### src/rtl/adc_conv_seq.sv
module adc_conv_seq #(
  parameter int INIT_CYCLES = 18,
  parameter int SETTLE_UNIT = 1152,
  parameter int SETTLE_OFS  = 8,
  parameter int PERIOD_UNIT = 1024,
  parameter int DRDY_PULSE  = 4,
  parameter int ADDR_W      = 8,
  parameter int DATA_W      = 8,
  parameter logic [ADDR_W-1:0] RATE_ADDR = 1,
  parameter logic [ADDR_W-1:0] RESP_ADDR = 9,
  parameter logic [DATA_W-1:0] RATE_DFLT = 8'h06,
  parameter logic [DATA_W-1:0] RESP_DFLT = 8'h20
) (
  input  logic              clk,
  input  logic              rst_pin_n,
  input  logic              start_pin,
  input  logic              cmd_reset,
  input  logic              cmd_start,
  input  logic              cmd_stop,
  input  logic              wr_en,
  input  logic [ADDR_W-1:0] wr_addr,
  input  logic [DATA_W-1:0] wr_data,
  input  logic [2:0]        cfg_rate,
  input  logic              cfg_single,
  input  logic              data_read,
  output logic              drdy_n,
  output logic              filt_rst,
  output logic              conv_active
);

  localparam int SETTLE_MAX = SETTLE_UNIT * 64 + SETTLE_OFS;
  localparam int PERIOD_MAX = PERIOD_UNIT * 64;
  localparam int MAX_T      = (SETTLE_MAX > PERIOD_MAX) ? SETTLE_MAX : PERIOD_MAX;
  localparam int CNT_W      = $clog2(MAX_T + 1);
  localparam int INIT_W     = $clog2(INIT_CYCLES + 1);
  localparam int PULSE_W    = $clog2(DRDY_PULSE + 1);

  typedef enum logic [2:0] {S_INIT, S_IDLE, S_SETTLE, S_RUN, S_HALT} state_t;

  state_t              state;
  logic [INIT_W-1:0]   init_cnt;
  logic [CNT_W-1:0]    tcnt;
  logic [PULSE_W-1:0]  pulse_cnt;
  logic                start_lat, pin_q;
  logic [DATA_W-1:0]   rate_shadow, resp_shadow;

  logic [2:0]       rate_eff;
  logic [CNT_W-1:0] settle_len, period_len;
  logic             lat_nxt, run_req, start_evt, wr_hit, converting;

  assign rate_eff   = (cfg_rate == 3'd7) ? 3'd6 : cfg_rate;
  assign settle_len = CNT_W'(SETTLE_UNIT * (1 << rate_eff) + SETTLE_OFS);
  assign period_len = CNT_W'(PERIOD_UNIT * (1 << rate_eff));

  assign lat_nxt   = cmd_stop ? 1'b0 : (cmd_start ? 1'b1 : start_lat);
  assign run_req   = start_pin | lat_nxt;
  assign start_evt = (start_pin & ~pin_q) | (cmd_start & ~cmd_stop);
  assign wr_hit    = wr_en & (((wr_addr == RATE_ADDR) && (wr_data != rate_shadow)) ||
                              ((wr_addr == RESP_ADDR) && (wr_data != resp_shadow)));

  assign converting  = (state == S_SETTLE) || (state == S_RUN);
  assign conv_active = converting;
  assign drdy_n      = (pulse_cnt == '0);

  always_ff @(posedge clk or negedge rst_pin_n) begin
    if (!rst_pin_n) begin
      state       <= S_INIT;
      init_cnt    <= '0;
      tcnt        <= '0;
      pulse_cnt   <= '0;
      start_lat   <= 1'b0;
      pin_q       <= 1'b0;
      filt_rst    <= 1'b0;
      rate_shadow <= RATE_DFLT;
      resp_shadow <= RESP_DFLT;
    end else if (cmd_reset) begin
      state       <= S_INIT;
      init_cnt    <= '0;
      tcnt        <= '0;
      pulse_cnt   <= '0;
      start_lat   <= 1'b0;
      pin_q       <= start_pin;
      filt_rst    <= 1'b0;
      rate_shadow <= RATE_DFLT;
      resp_shadow <= RESP_DFLT;
    end else begin
      pin_q     <= start_pin;
      filt_rst  <= wr_hit;
      start_lat <= lat_nxt;
      if (wr_en && wr_addr == RATE_ADDR) rate_shadow <= wr_data;
      if (wr_en && wr_addr == RESP_ADDR) resp_shadow <= wr_data;
      if (pulse_cnt != '0) pulse_cnt <= data_read ? '0 : pulse_cnt - 1'b1;

      case (state)
        S_INIT:
          if (init_cnt == INIT_W'(INIT_CYCLES - 1)) state <= S_IDLE;
          else init_cnt <= init_cnt + 1'b1;
        S_IDLE:
          if (run_req) begin
            state     <= S_SETTLE;
            tcnt      <= settle_len - 1'b1;
            pulse_cnt <= '0;
          end
        S_SETTLE, S_RUN:
          if (!run_req) begin
            state     <= S_IDLE;
            pulse_cnt <= '0;
          end else if (start_evt || filt_rst) begin
            state     <= S_SETTLE;
            tcnt      <= settle_len - 1'b1;
            pulse_cnt <= '0;
          end else if (tcnt == '0) begin
            pulse_cnt <= PULSE_W'(DRDY_PULSE);
            if (cfg_single) begin
              state     <= S_HALT;
              start_lat <= 1'b0;
            end else begin
              state <= S_RUN;
              tcnt  <= period_len - 1'b1;
            end
          end else begin
            tcnt <= tcnt - 1'b1;
          end
        S_HALT:
          if (!run_req) state <= S_IDLE;
          else if (start_evt) begin
            state     <= S_SETTLE;
            tcnt      <= settle_len - 1'b1;
            pulse_cnt <= '0;
          end
        default: state <= S_INIT;
      endcase
    end
  end

  logic [PULSE_W:0] low_run;
  always_ff @(posedge clk or negedge rst_pin_n) begin
    if (!rst_pin_n) low_run <= '0;
    else if (drdy_n) low_run <= '0;
    else if (low_run <= (PULSE_W+1)'(DRDY_PULSE)) low_run <= low_run + 1'b1;
  end

  p_reset_quiet_r1: assert property (@(posedge clk) disable iff (!rst_pin_n)
    cmd_reset |=> (drdy_n && !conv_active && !filt_rst));

  p_drdy_needs_conv_r3: assert property (@(posedge clk) disable iff (!rst_pin_n)
    $fell(drdy_n) |-> $past(conv_active));

  p_rise_needs_req_r4: assert property (@(posedge clk) disable iff (!rst_pin_n)
    $rose(conv_active) |-> $past(run_req));

  p_stop_quiet_r4: assert property (@(posedge clk) disable iff (!rst_pin_n)
    (conv_active && !run_req) |=> (drdy_n && !conv_active));

  p_pulse_width_r7: assert property (@(posedge clk) disable iff (!rst_pin_n)
    low_run <= (PULSE_W+1)'(DRDY_PULSE));

  p_filt_after_write_r8: assert property (@(posedge clk) disable iff (!rst_pin_n)
    filt_rst |-> $past(wr_en));

  p_restart_r10: assert property (@(posedge clk) disable iff (!rst_pin_n)
    (conv_active && run_req && start_evt && !cmd_reset) |=> (drdy_n && conv_active));

endmodule

### config.mk
export PLATFORM = sky130hd
export DESIGN_NAME = adc_conv_seq
export DESIGN_NICKNAME = d
export VERILOG_FILES = /design/src/rtl/adc_conv_seq.sv
export SDC_FILE = /design/constraint.sdc
export NUM_CORES = 1
export LEC_CHECK = 0
export ABC_AREA = 1
export BUFFER_PORTS_ARGS = -buffer_cell sky130_fd_sc_hd__buf_4
export CAP_MARGIN = 10
export CORE_UTILIZATION = 35
export CTS_CLUSTER_SIZE = 28
export DETAILED_ROUTE_END_ITERATION = 8
export GPL_TIMING_DRIVEN = 0
export PLACE_DENSITY = 0.53
export SLEW_MARGIN = 15
export SYNTH_ARGS = -nofsm -noshare
export SYNTH_HDL_FRONTEND = slang
export SYNTH_SLANG_ARGS = --single-unit
### constraint.sdc
create_clock -name clk -period 1.81 [get_ports clk]
set_input_delay 0.2715 -clock clk [delete_from_list [all_inputs] [get_ports clk]]
set_output_delay 0.2715 -clock clk [all_outputs]
set_load 0.02 [all_outputs]
* Word level (Yosys, flattened, before mapping)
Index checks and enable logic that the tools add are counted.
** Operators by class
- Bitwise logic cells :: 7
- Multiply operators :: 1
- Equality and inequality tests :: 19
- Shift-type cells :: 1
- Add/subtract/negate cells :: 6
- Muxes and demuxes :: 46
- Reductions and logical operators :: 19
** Operators by type and width (count)
- $mux 17 :: 8
- $mux 3 :: 19
- $pmux 17 s3 :: 1
- $sub 17x1->17 const B :: 3
- $mul 5x32->10 const A :: 1
- $mux 8 :: 4
- $shl 1x3->32 const A :: 1
- $add 17x5->17 const B :: 1
- $logic_not 17->1 :: 1
- $ne 8x8->1 :: 2
- $mux 5 :: 3
- $ne 3x3->1 const B :: 5
- $pmux 3 s4 :: 1
- $ne 5x5->1 const B :: 2
- $mux 1 :: 9
- $pmux 3 s3 :: 1
- $eq 8x1->1 const B :: 1
- $eq 8x4->1 const B :: 1
- $eq 3x2->1 const B :: 2
- $eq 3x3->1 const B :: 2
- $logic_not 3->1 :: 2
- $reduce_and 6->1 :: 1
- $reduce_bool 2->1 :: 3
- $add 5x1->5 const B :: 1
- 15 further kinds :: 24
** Word-level totals
- Input port bits :: 28
- Register bits after elaboration :: 47
- Output and inout port bits :: 3

* Longest topological paths before layout
Gate-level depths: netlist of the first run.
- Word-level depth :: 10
- Depth in mapped cells :: 14
- Mapped depth without buffers :: 14

* Worst setup path before layout of the first run
No wires, ideal clock.
- Path type :: input-to-reg
- Start :: input port cfg_rate[1]
- End :: register tcnt[15]
- Setup time :: 65 ps
- Setup slack :: -136 ps
- Arrival time :: 1881 ps
- Data required time :: 1745 ps
- Buffers on the path :: 0
- Stages :: 13
- Cells stage by stage :: nor2_1 > inv_1 > nor2_1 > ha_1 > ha_1 > inv_1 > fa_1 > o21ai_0 > o21ai_0 > a21o_1 > nand2_1 > nand2_1 > nand2_1
** Between the ends
- Longest elaborated chain between the ends :: 10
- Elaborated cells on any way between the ends :: 16
- Those cells by class :: 3 x add/sub; 1 x mul; 1 x eq/ne; 1 x shift; 10 x mux
** Ends and longest elaborated chain
- start, declared :: line 23 : input logic [2:0] cfg_rate,
- $eq 3x3->1 :: line 51 : assign rate_eff = (cfg_rate == 3'd7) ? 3'd6 : cfg_rate;
- $mux 3 * :: line 51
- $shl 1x3->32 * :: line 53 : assign period_len = CNT_W'(PERIOD_UNIT * (1 << rate_eff));
- $mul 5x32->10 / $sub 17x1->17 (equally long branches) :: line 52, 119
- $add 17x5->17 / $mux 17 (equally long branches) :: line 52, 114
- $sub 17x1->17 / $mux 17 (equally long branches)
- $mux 17 (on tied branches) :: line 126, 108
- $mux 17 (on tied branches) :: line 125, 105
- $pmux 17 s3 * :: line 94 : case (state)
- $mux 17 * :: line 76 : end else if (cmd_reset) begin
- end signal, assigned :: line 101 : tcnt <= settle_len - 1'b1;
- end signal, assigned :: line 122 : tcnt <= tcnt - 1'b1;
- end signal, assigned :: line 128 : tcnt <= settle_len - 1'b1;
- end, declared :: line 42 : logic [CNT_W-1:0] tcnt;
Every way passes the cells marked *; elsewhere a longest branch is shown, timed or not. The select of a mux whose other input is x is not followed.
A chain may end at the register's enable or synchronous reset.

* Worst setup path after layout of the first run
- Start :: register tcnt[0]
- End :: register tcnt[11]
** Between the ends
- Longest elaborated chain between the ends :: 6
- Elaborated cells on any way between the ends :: 9
- Those cells by class :: 1 x add/sub; 1 x eq/ne; 5 x mux; 2 x reduce/logical
** Ends and longest elaborated chain
- start signal, assigned :: line 101
- start signal, assigned :: line 110 : tcnt <= settle_len - 1'b1;
- start signal, assigned :: line 119 : tcnt <= period_len - 1'b1;
- $sub 17x1->17 / $logic_not 17->1 (equally long branches) :: line 122, 112
- $mux 17 :: line 112 : end else if (tcnt == '0) begin
- $mux 17 :: line 108 : end else if (start_evt || filt_rst) begin
- $mux 17 :: line 105 : if (!run_req) begin
- $pmux 17 s3 :: line 94
- $mux 17 :: line 76
Several ways; a longest one is shown, not always the timed one. The select of a mux whose other input is x is not followed.

==> flow_summary.yaml, run 1 <==
yosys:
  synthFlopType: "dfrtp_1"
  syn-cell-area_sq_um: 3210
  async_flop_share_pct: 100
  synth_edf_count: 0
  syn_area_per_cell_sq_um: 6.88
  ys_types: 32
  ys_seq_elements: 47
  syn_inst: 467
  ys_warn_count: 0
  seq_area_frac_synth_pct: 36.7
timing:
  max_freq_ghz: 0.568
  fin_crit_sh_pct: 97.3
  layout_min_cycle_time_ns: 1.76
  clock_skew_ns: 0.0119
  hold_viol_final: 0
  tightest_slew_ns: 0.616
  slew_viol_final: 0
  rsz0062_at_grt: "yes"
  slew_headroom_pct: 58.9
  layout_setup_ws_ns: 0.0498
  setup_viol: 0
cells_and_area:
  fillers: 915
  final_cell_mix: "nand2_1, inv_1, nor2_1, dfrtp_1, buf_4"
  multiInputGateArea_sq_um: 1970
  area_growth_pct: 24.9
  final_common_cell: "nand2_1"
  num-nets-final: 562
  antenna_cells: 0
  fin_area_sq_um: 4010
  drive_gt1_share_pct: 20.7
  final_core_util_pct: 45.6
  fin_cells: 630
  regArea_sq_um: 1180
place:
  gp_congestion: 0.833
  dp_worst_setup_slack_ns: -0.356
  placed_area_sq_um: 3600
  port_buffers: 29
  hpwlAfterDp_mm: 6.02
  dp_cells: 607
drt:
  dr.pass1.iters: 4
  route.detailed.wl_per_inst_um: 12.9
  via_per_inst: 4.87
  postRouteWirelength_mm: 8.14
  dr.first_iter.drc_count: 111
  drc: 0
  vias: 3065
  postRouteAntennaNets: 0
hold_path:
  worstHoldPathType: "input port to register"
  hold_start: "start_pin"
die:
  io_pins: 31
  fp-row-count: 34
  start_util_pct: 36.5
  die-area_sq_um: 9560
  core_sq_um: 8810
  die_h_um: 97.8
  die_width_um: 97.8
clock_tree:
  clk_pin_slew_ns: 0.10
  clk_latency_ns: 0.31
  tritoncts: "done"
  cts_buffers: 5
  cts_root_buf: "clkbuf_8"
  cts.sinks: 47
  clockBufferDepth: 2
  htreeDepth: 2
worst_setup_path:
  end_kind: "register"
  start_kind: "register"
  crit_type: "register to register"
  worst_r2r_startpoint: "tcnt[0]"
  worst-path-max-fanout: 4
  crit_required_ns: 2.02
  critical_path_arrival_ns: 1.97
  critPathLaunch: "tcnt[0]"
power:
  power_density_nw_per_um2: 1140
  p_sw_mw: 2.01
  clock_power_share_pct: 14.5
  internal_power_mw: 2.58
  pwr-share-comb_pct: 56.0
  design_power_total_mw: 4.59
  p_seq_share_pct: 29.5
  ir_drop_mv: 0.555
  power.leakage_nw: 2.08
  swShare_pct: 43.8
global_routing:
  grt_use_total_pct: 18.0
  grt_pass1_vias: 2946
  grt_max_degree: 48
  antenna_found_initial: 0
  grt-ovfl-total: 0
  grt_pass1_wl_mm: 13.8
outcome:
  outcome: "finished clean"
flow_run:
  maxCapViolCount: 0
-- state kept, by name, summed over array words and instances, names as in the netlist --
name	cells
tcnt	17
rate_shadow	8
resp_shadow	8
init_cnt	5
pulse_cnt	3
state	3
filt_rst	1
pin_q	1
start_lat	1
-- worst paths after layout --
kind	slack, ns	end	cells past startpoint
hold reg to reg	0.48	resp_shadow[5]	2
min in group asynchronous	0.50	tcnt[14]	2
setup reg to reg	0.05	tcnt[11]	12
setup / recovery	0.05	tcnt[11]	12
max in group asynchronous	0.88	tcnt[0]	2
hold / removal	0.07	pin_q	1
-- cell usage after synthesis (4+ instances only) --
master | instances | area [sq um]
xor2_1 | 10 | 87.6
nand2_1 | 151 | 567
xnor2_1 | 13 | 114
nor3_1 | 7 | 35.0
o22ai_1 | 4 | 25.0
or2_2 | 4 | 25.0
a21oi_1 | 10 | 50.1
ha_1 | 12 | 150
nor2_1 | 57 | 214
o21ai_0 | 33 | 165
nand3_1 | 30 | 150
nand4_1 | 7 | 43.8
dfrtp_1 | 44 | 1100
inv_1 | 56 | 210
-- metal layers --
layer | wire, um | part of all wire [%] | GRT usage [%] | vias up
met3 | 305 | 3.7 | 3.65 | 7
met4 | 69 | 0.85 | 3.50 | 0
met1 | 3840 | 47 | 22.9 | 1410
li1 | - | - | - | 1591
met5 | 0 | 0 | 0 | -
met2 | 3930 | 48 | 31.5 | 57
-- power groups by stage --
stage	Sequential, mW	Clock (mW)	Combinational, mW
2_1_floorplan	1.33	0	1.51
3_3_place_gp	1.36	0	2.00
3_5_place_dp	1.36	0	2.01
4_1_cts	1.34	0.694	2.21
5_1_grt	1.38	0.729	2.87
6_report	1.35	0.667	2.57
-- kinds of logic (layout without fill, tap and decap cells) --
| kind of cell | Yosys count | count (layout) | share of synthesized area [%] |
|---|---|---|---|
| and+or+nand+nor | 264 | 264 | 34.5 |
| buffers and inverters | 64 | 116 | 7.79 |
| AOI/OAI and AO/OA | 54 | 54 | 9.15 |
| DFF | 47 | 47 | 36.7 |
| xor gates and xnor gates | 23 | 23 | 6.27 |
| adders and majority gates | 13 | 13 | 5.30 |
| other | 2 | 5 | 0.234 |
-- critical path, stage by stage (launching register included) --
cell     delay, ns
dfrtp_1       0.40
inv_2         0.10
ha_4          0.17
nand2_4       0.06
nor2_4        0.16
buf_6         0.12
nand3_1       0.10
nor2_2        0.16
nand3_1       0.13
nand3_1       0.11
nand2_1       0.06
nand2_1       0.05
nand2_1       0.05
-- through the flow --
stage	hold WS, ns	setup TNS [ns]
after floorplan	-0.0241	-0.0183
after global placement	0.340	-3.14
after detailed placement	0.338	-3.56
after CTS	0.0632	0
after global routing	0.0532	-0.223
final	0.0712	0
-- timing repair --
item                                    CTS  global route
pin swaps                                 3            25
resized for setup                        12            51
hold buffers                              1             0
endpoints found under the hold margin    17             0
endpoints found under the setup margin   20            19
cloned                                    0             1
setup buffers                             5             8
-- layout make-up --
type	count	share of cell area, %
multi-input combinational	359	49.2
sequential	47	29.4
timing repair buffer	44	9.11
inverter	58	5.55
tap	108	3.37
clock buffer	6	1.81
buffer	6	1.12
clock inverter	2	0.437
(Power assumes the default switching activity.)
==> run 2, diff against run 1 <==
Settings changed: BUFFER_PORTS_ARGS -buffer_cell sky130_fd_sc_hd__buf_4 to -buffer_cell sky130_fd_sc_hd__buf_2.
==> flow_summary.yaml, run 2 (synthesized netlist as in run 1, its figures left out) <==
cells_and_area:
  fin_area_sq_um: 3940
  drive_gt1_share_pct: 21.3
  area_growth_pct: 22.7
  reg.largest.list: "tcnt: 17 flops, rate_shadow: 8 flops, resp_shadow: 8 flops"
  final_cell_mix: "nand2_1, inv_1, dfrtp_1"
  fillers: 906
  final_core_util_pct: 44.7
  largest_register_ffs: 17
  antenna_cells: 0
  multiInputGateArea_sq_um: 1970
  final_common_cell: "nand2_1"
  regArea_sq_um: 1180
  regMostFlops: "tcnt"
  num-nets-final: 565
worst_setup_path:
  start_kind: "input port"
  critPathLaunch: "cfg_rate[2]"
  crit_required_ns: 2.06
  crit_end: "tcnt[15]"
  r2r-end: "tcnt[13]"
  worst_r2r_startpoint: "tcnt[0]"
  crit_type: "input port to register"
  critical_path_arrival_ns: 2.02
  r2r_setup_slack_ns: 0.10
  end_kind: "register"
  r2r_cells: 11
  worst-path-max-fanout: 6
drt:
  route.detailed.wl_per_inst_um: 13.0
  dr.pass1.iters: 5
  drc: 0
  postRouteAntennaNets: 0
  via_per_inst: 4.88
  vias: 3086
  dr.first_iter.drc_count: 83
  postRouteWirelength_mm: 8.23
power:
  ir_drop_mv: 0.481
  power.leakage_nw: 2.05
  power_density_nw_per_um2: 1150
clock_tree:
  tritoncts: "done"
  cts_root_buf: "clkbuf_8"
  cts_buffers: 5
  htreeDepth: 2
  ctsHoldBuffers: 0
  cts.sinks: 47
  clk_latency_ns: 0.31
  clk_pin_slew_ns: 0.09
  clockBufferDepth: 2
die:
  core_sq_um: 8810
  die_h_um: 97.8
  die-area_sq_um: 9560
  start_util_pct: 36.5
  io_pins: 31
  fp-row-count: 34
  die_width_um: 97.8
timing:
  setup_viol: 0
  fin_crit_sh_pct: 97.5
  whs_ns: -0.0464
  clock_skew_ns: 0.00974
  hold_viol_final: 44
  rsz0062_at_grt: "yes"
  slew_headroom_pct: 58.6
  slew_viol_final: 0
  layout_min_cycle_time_ns: 1.76
  tightest_slew_ns: 0.620
  max_freq_ghz: 0.567
outcome:
  outcome: "finished, violations left"
  violations: "hold timing"
place:
  port_buffers: 29
  gp_congestion: 0.833
  placed_area_sq_um: 3520
  hpwlAfterDp_mm: 6.02
global_routing:
  antenna_found_initial: 0
  grt_max_degree: 48
  grt_use_total_pct: 17.6
  grt_pass1_vias: 2960
  grt_pass1_wl_mm: 13.6
  grt-ovfl-total: 0
hold_path:
  worstHoldPathType: "input port to async pin"
flow_run:
  maxCapViolCount: 0
==> run 2: cell count changes in the layout (fill, tap and decap cells not counted), moves of 2 or more <==
cell / change
nand2_2: -5
nand2_1: +6
inv_1: -2
buf_4: -19
buf_2: +25
o21ai_2: +2
==> run 2: repair_timing <==
action                                  4_1_cts  5_1_grt
pin swaps                                     4       17
endpoints found under the setup margin       20       19
gates cloned                                  0        1
buffers inserted                              8        9
endpoints found under the hold margin         0        0
resized for setup                            16       51
==> run 2: worst min-delay path by stage <==
stage | endpoint | from | depth (start not counted) | slack, ns
6_report | tcnt[12] | rst_pin_n | 1 | -0.05
5_1_grt | tcnt[12] | rst_pin_n | 1 | 0.02
4_1_cts | pin_q | start_pin | 1 | 0.07
3_3_place_gp | pin_q | start_pin | 1 | 0.40
3_5_place_dp | pin_q | start_pin | 1 | 0.39
2_1_floorplan | filt_rst | rst_pin_n | 0 | -0.02
==> run 2: where the power goes <==
group / switching [mW] / leakage (nW) / internal [mW]
sequential: 0.150 / 0.629 / 1.21
combinational: 1.46 / 1.38 / 1.03
clock: 0.393 / 0.0454 / 0.278
==> run 2: metrics by stage <==
step | setup TNS, ns | total power [mW] | std cells | hold WS (ns) | worst slack (ns)
3_3_place_gp | -3.44 | 3.33 | 607 | 0.400 | -0.347
4_1_cts | 0 | 4.32 | 623 | 0.0681 | 0.0129
2_1_floorplan | -0.0183 | 2.84 | 470 | -0.0241 | -0.0183
6_report | 0 | 4.52 | 633 | -0.0464 | 0.0451
3_5_place_dp | -4.09 | 3.34 | 607 | 0.395 | -0.389
5_1_grt | -0.141 | 4.90 | 633 | 0.0225 | -0.0371
==> run 2: critical path, stage by stage <==
cell	delay (ns)
buf_4	0.15
inv_4	0.07
nand2_2	0.05
nor2_2	0.16
ha_4	0.17
ha_4	0.13
inv_1	0.05
fa_2	0.39
o21ai_2	0.17
o21ai_1	0.07
a21o_1	0.16
nand2_1	0.07
nand2_1	0.05
nand2_1	0.05
==> run 2: routing by layer <==
layer	share of wire (%)	track usage, %	vias to the layer above	routed length [um]
li1	-	-	1590	-
met1	48	22.8	1442	3960
met2	48	30.8	48	3960
met3	2.8	3.08	6	228
met4	0.97	3.85	0	80
met5	0	0	-	0
==> run 2: layout make-up <==
class | instances | area share, %
Multi-Input combinational cell | 359 | 50.0
Sequential cell | 47 | 29.9
Timing Repair Buffer | 47 | 7.56
Inverter | 58 | 5.72
Tap cell | 108 | 3.43
Clock buffer | 6 | 1.84
Buffer | 6 | 1.05
Clock inverter | 2 | 0.445
==> run 3, diff against run 2 <==
Settings changed: CTS_BUF_LIST set to sky130_fd_sc_hd__clkbuf_8.
==> flow_summary.yaml, run 3 (synthesized netlist as in run 1, its figures left out) <==
drt:
  dr.pass1.iters: 5
  dr.first_iter.drc_count: 81
  drc: 0
  postRouteWirelength_mm: 8.22
  via_per_inst: 4.88
  route.detailed.wl_per_inst_um: 13.0
  postRouteAntennaNets: 0
  vias: 3086
clock_tree:
  cts_buffers: 5
  clockBufferDepth: 2
  clk_pin_slew_ns: 0.09
  htreeDepth: 2
  cts.sinks: 47
  cts_root_buf: "clkbuf_8"
  clk_latency_ns: 0.31
  ctsHoldBuffers: 0
  tritoncts: "done"
cells_and_area:
  antenna_cells: 0
  drive_gt1_share_pct: 21.3
  final_cell_mix: "nand2_1, inv_1, dfrtp_1"
  largest_register_ffs: 17
  final_common_cell: "nand2_1"
  area_growth_pct: 22.7
  regMostFlops: "tcnt"
  fin_cells: 633
  fillers: 906
  reg.largest.list: "tcnt: 17 flops, rate_shadow: 8 flops, resp_shadow: 8 flops"
  num-nets-final: 565
die:
  core_sq_um: 8810
  die_width_um: 97.8
  io_pins: 31
  start_util_pct: 36.5
  fp-row-count: 34
  die-area_sq_um: 9560
  die_h_um: 97.8
worst_setup_path:
  r2r_cells: 11
  end_kind: "register"
  r2r-end: "tcnt[13]"
  crit_required_ns: 2.06
  worst_r2r_startpoint: "tcnt[0]"
  start_kind: "input port"
  worst-path-max-fanout: 6
  r2r_setup_slack_ns: 0.10
  critical_path_arrival_ns: 2.02
  crit_type: "input port to register"
place:
  gp_congestion: 0.833
  port_buffers: 29
  hpwlAfterDp_mm: 6.02
  dp_worst_setup_slack_ns: -0.389
  dp_cells: 607
power:
  power_density_nw_per_um2: 1150
  ir_drop_mv: 0.481
  power.leakage_nw: 2.06
timing:
  max_freq_ghz: 0.567
  layout_setup_ws_ns: 0.0451
  slew_headroom_pct: 58.6
  hold_viol_final: 44
  rsz0062_at_grt: "yes"
  slew_viol_final: 0
  fin_crit_sh_pct: 97.5
  setup_viol: 0
  layout_min_cycle_time_ns: 1.76
  tightest_slew_ns: 0.620
  whs_ns: -0.0464
  clock_skew_ns: 0.00975
  final.setup.tns_ns: 0
flow_run:
  maxCapViolCount: 0
global_routing:
  grt_pass1_vias: 2960
  antenna_found_initial: 0
  grt-ovfl-total: 0
  grt_max_degree: 48
  grt_pass1_wl_mm: 13.6
  grt_use_total_pct: 17.6
outcome:
  violations: "hold timing"
  outcome: "finished, violations left"
hold_path:
  worstHoldPathType: "input port to async pin"
-- run 3: cell types whose count changed in the layout (fill, tap and decap cells not counted), sizes merged --
cell    before  now
clkbuf      10    9
inv         58   59
-- run 3: metrics by stage --
step	area (sq um)	util, %	power [mW]
after floorplan	3240	-	2.84
after global placement	3520	40.0	3.33
after detailed placement	3520	40.0	3.34
after CTS	3730	42.4	4.31
after global routing	3940	44.7	4.90
final	3940	44.7	4.52
-- run 3: final cells by class --
class / instances / area [sq um] / share of cell area (%)
clock inverters: 3 / 21.3 / 0.540
multi-input cells: 359 / 1970 / 50.0
clock buffers: 5 / 68.8 / 1.75
well taps: 108 / 135 / 3.43
flip-flops and latches: 47 / 1180 / 29.9
plain buffers: 6 / 41.3 / 1.05
repair buffers: 47 / 298 / 7.56
inverters: 58 / 225 / 5.72
-- run 3: power breakdown --
group          internal [mW]  total [mW]  switching, mW
sequential              1.21        1.36          0.150
clock                  0.273       0.667          0.394
combinational           1.03        2.49           1.46
-- run 3: layer usage --
| metal | wire (um) | track usage, % | vias up |
|---|---|---|---|
| li1 | - | - | 1590 |
| met1 | 3960 | 22.8 | 1442 |
| met2 | 3950 | 30.8 | 48 |
| met3 | 228 | 3.08 | 6 |
| met4 | 80 | 3.85 | 0 |
| met5 | 0 | 0 | - |
-- run 3: worst max path at each step --
stage	start	end
2_1_floorplan	cfg_rate[2]	tcnt[15]
3_3_place_gp	cfg_rate[2]	tcnt[15]
3_5_place_dp	cfg_rate[2]	tcnt[15]
4_1_cts	tcnt[7]	tcnt[16]
5_1_grt	cfg_rate[1]	tcnt[15]
6_report	cfg_rate[2]	tcnt[15]
-- run 3: critical path: stages --
cell,delay [ns]
buf_4,0.15
inv_4,0.07
nand2_2,0.05
nor2_2,0.16
ha_4,0.17
ha_4,0.13
inv_1,0.05
fa_2,0.39
o21ai_2,0.17
o21ai_1,0.07
a21o_1,0.16
nand2_1,0.07
nand2_1,0.05
nand2_1,0.05
-- run 3: timing repair --
item | CTS | global route
cloned | 0 | 1
gates resized for setup | 16 | 51
pin swaps | 4 | 17
buffers inserted | 8 | 9
endpoints found under the setup margin | 20 | 19
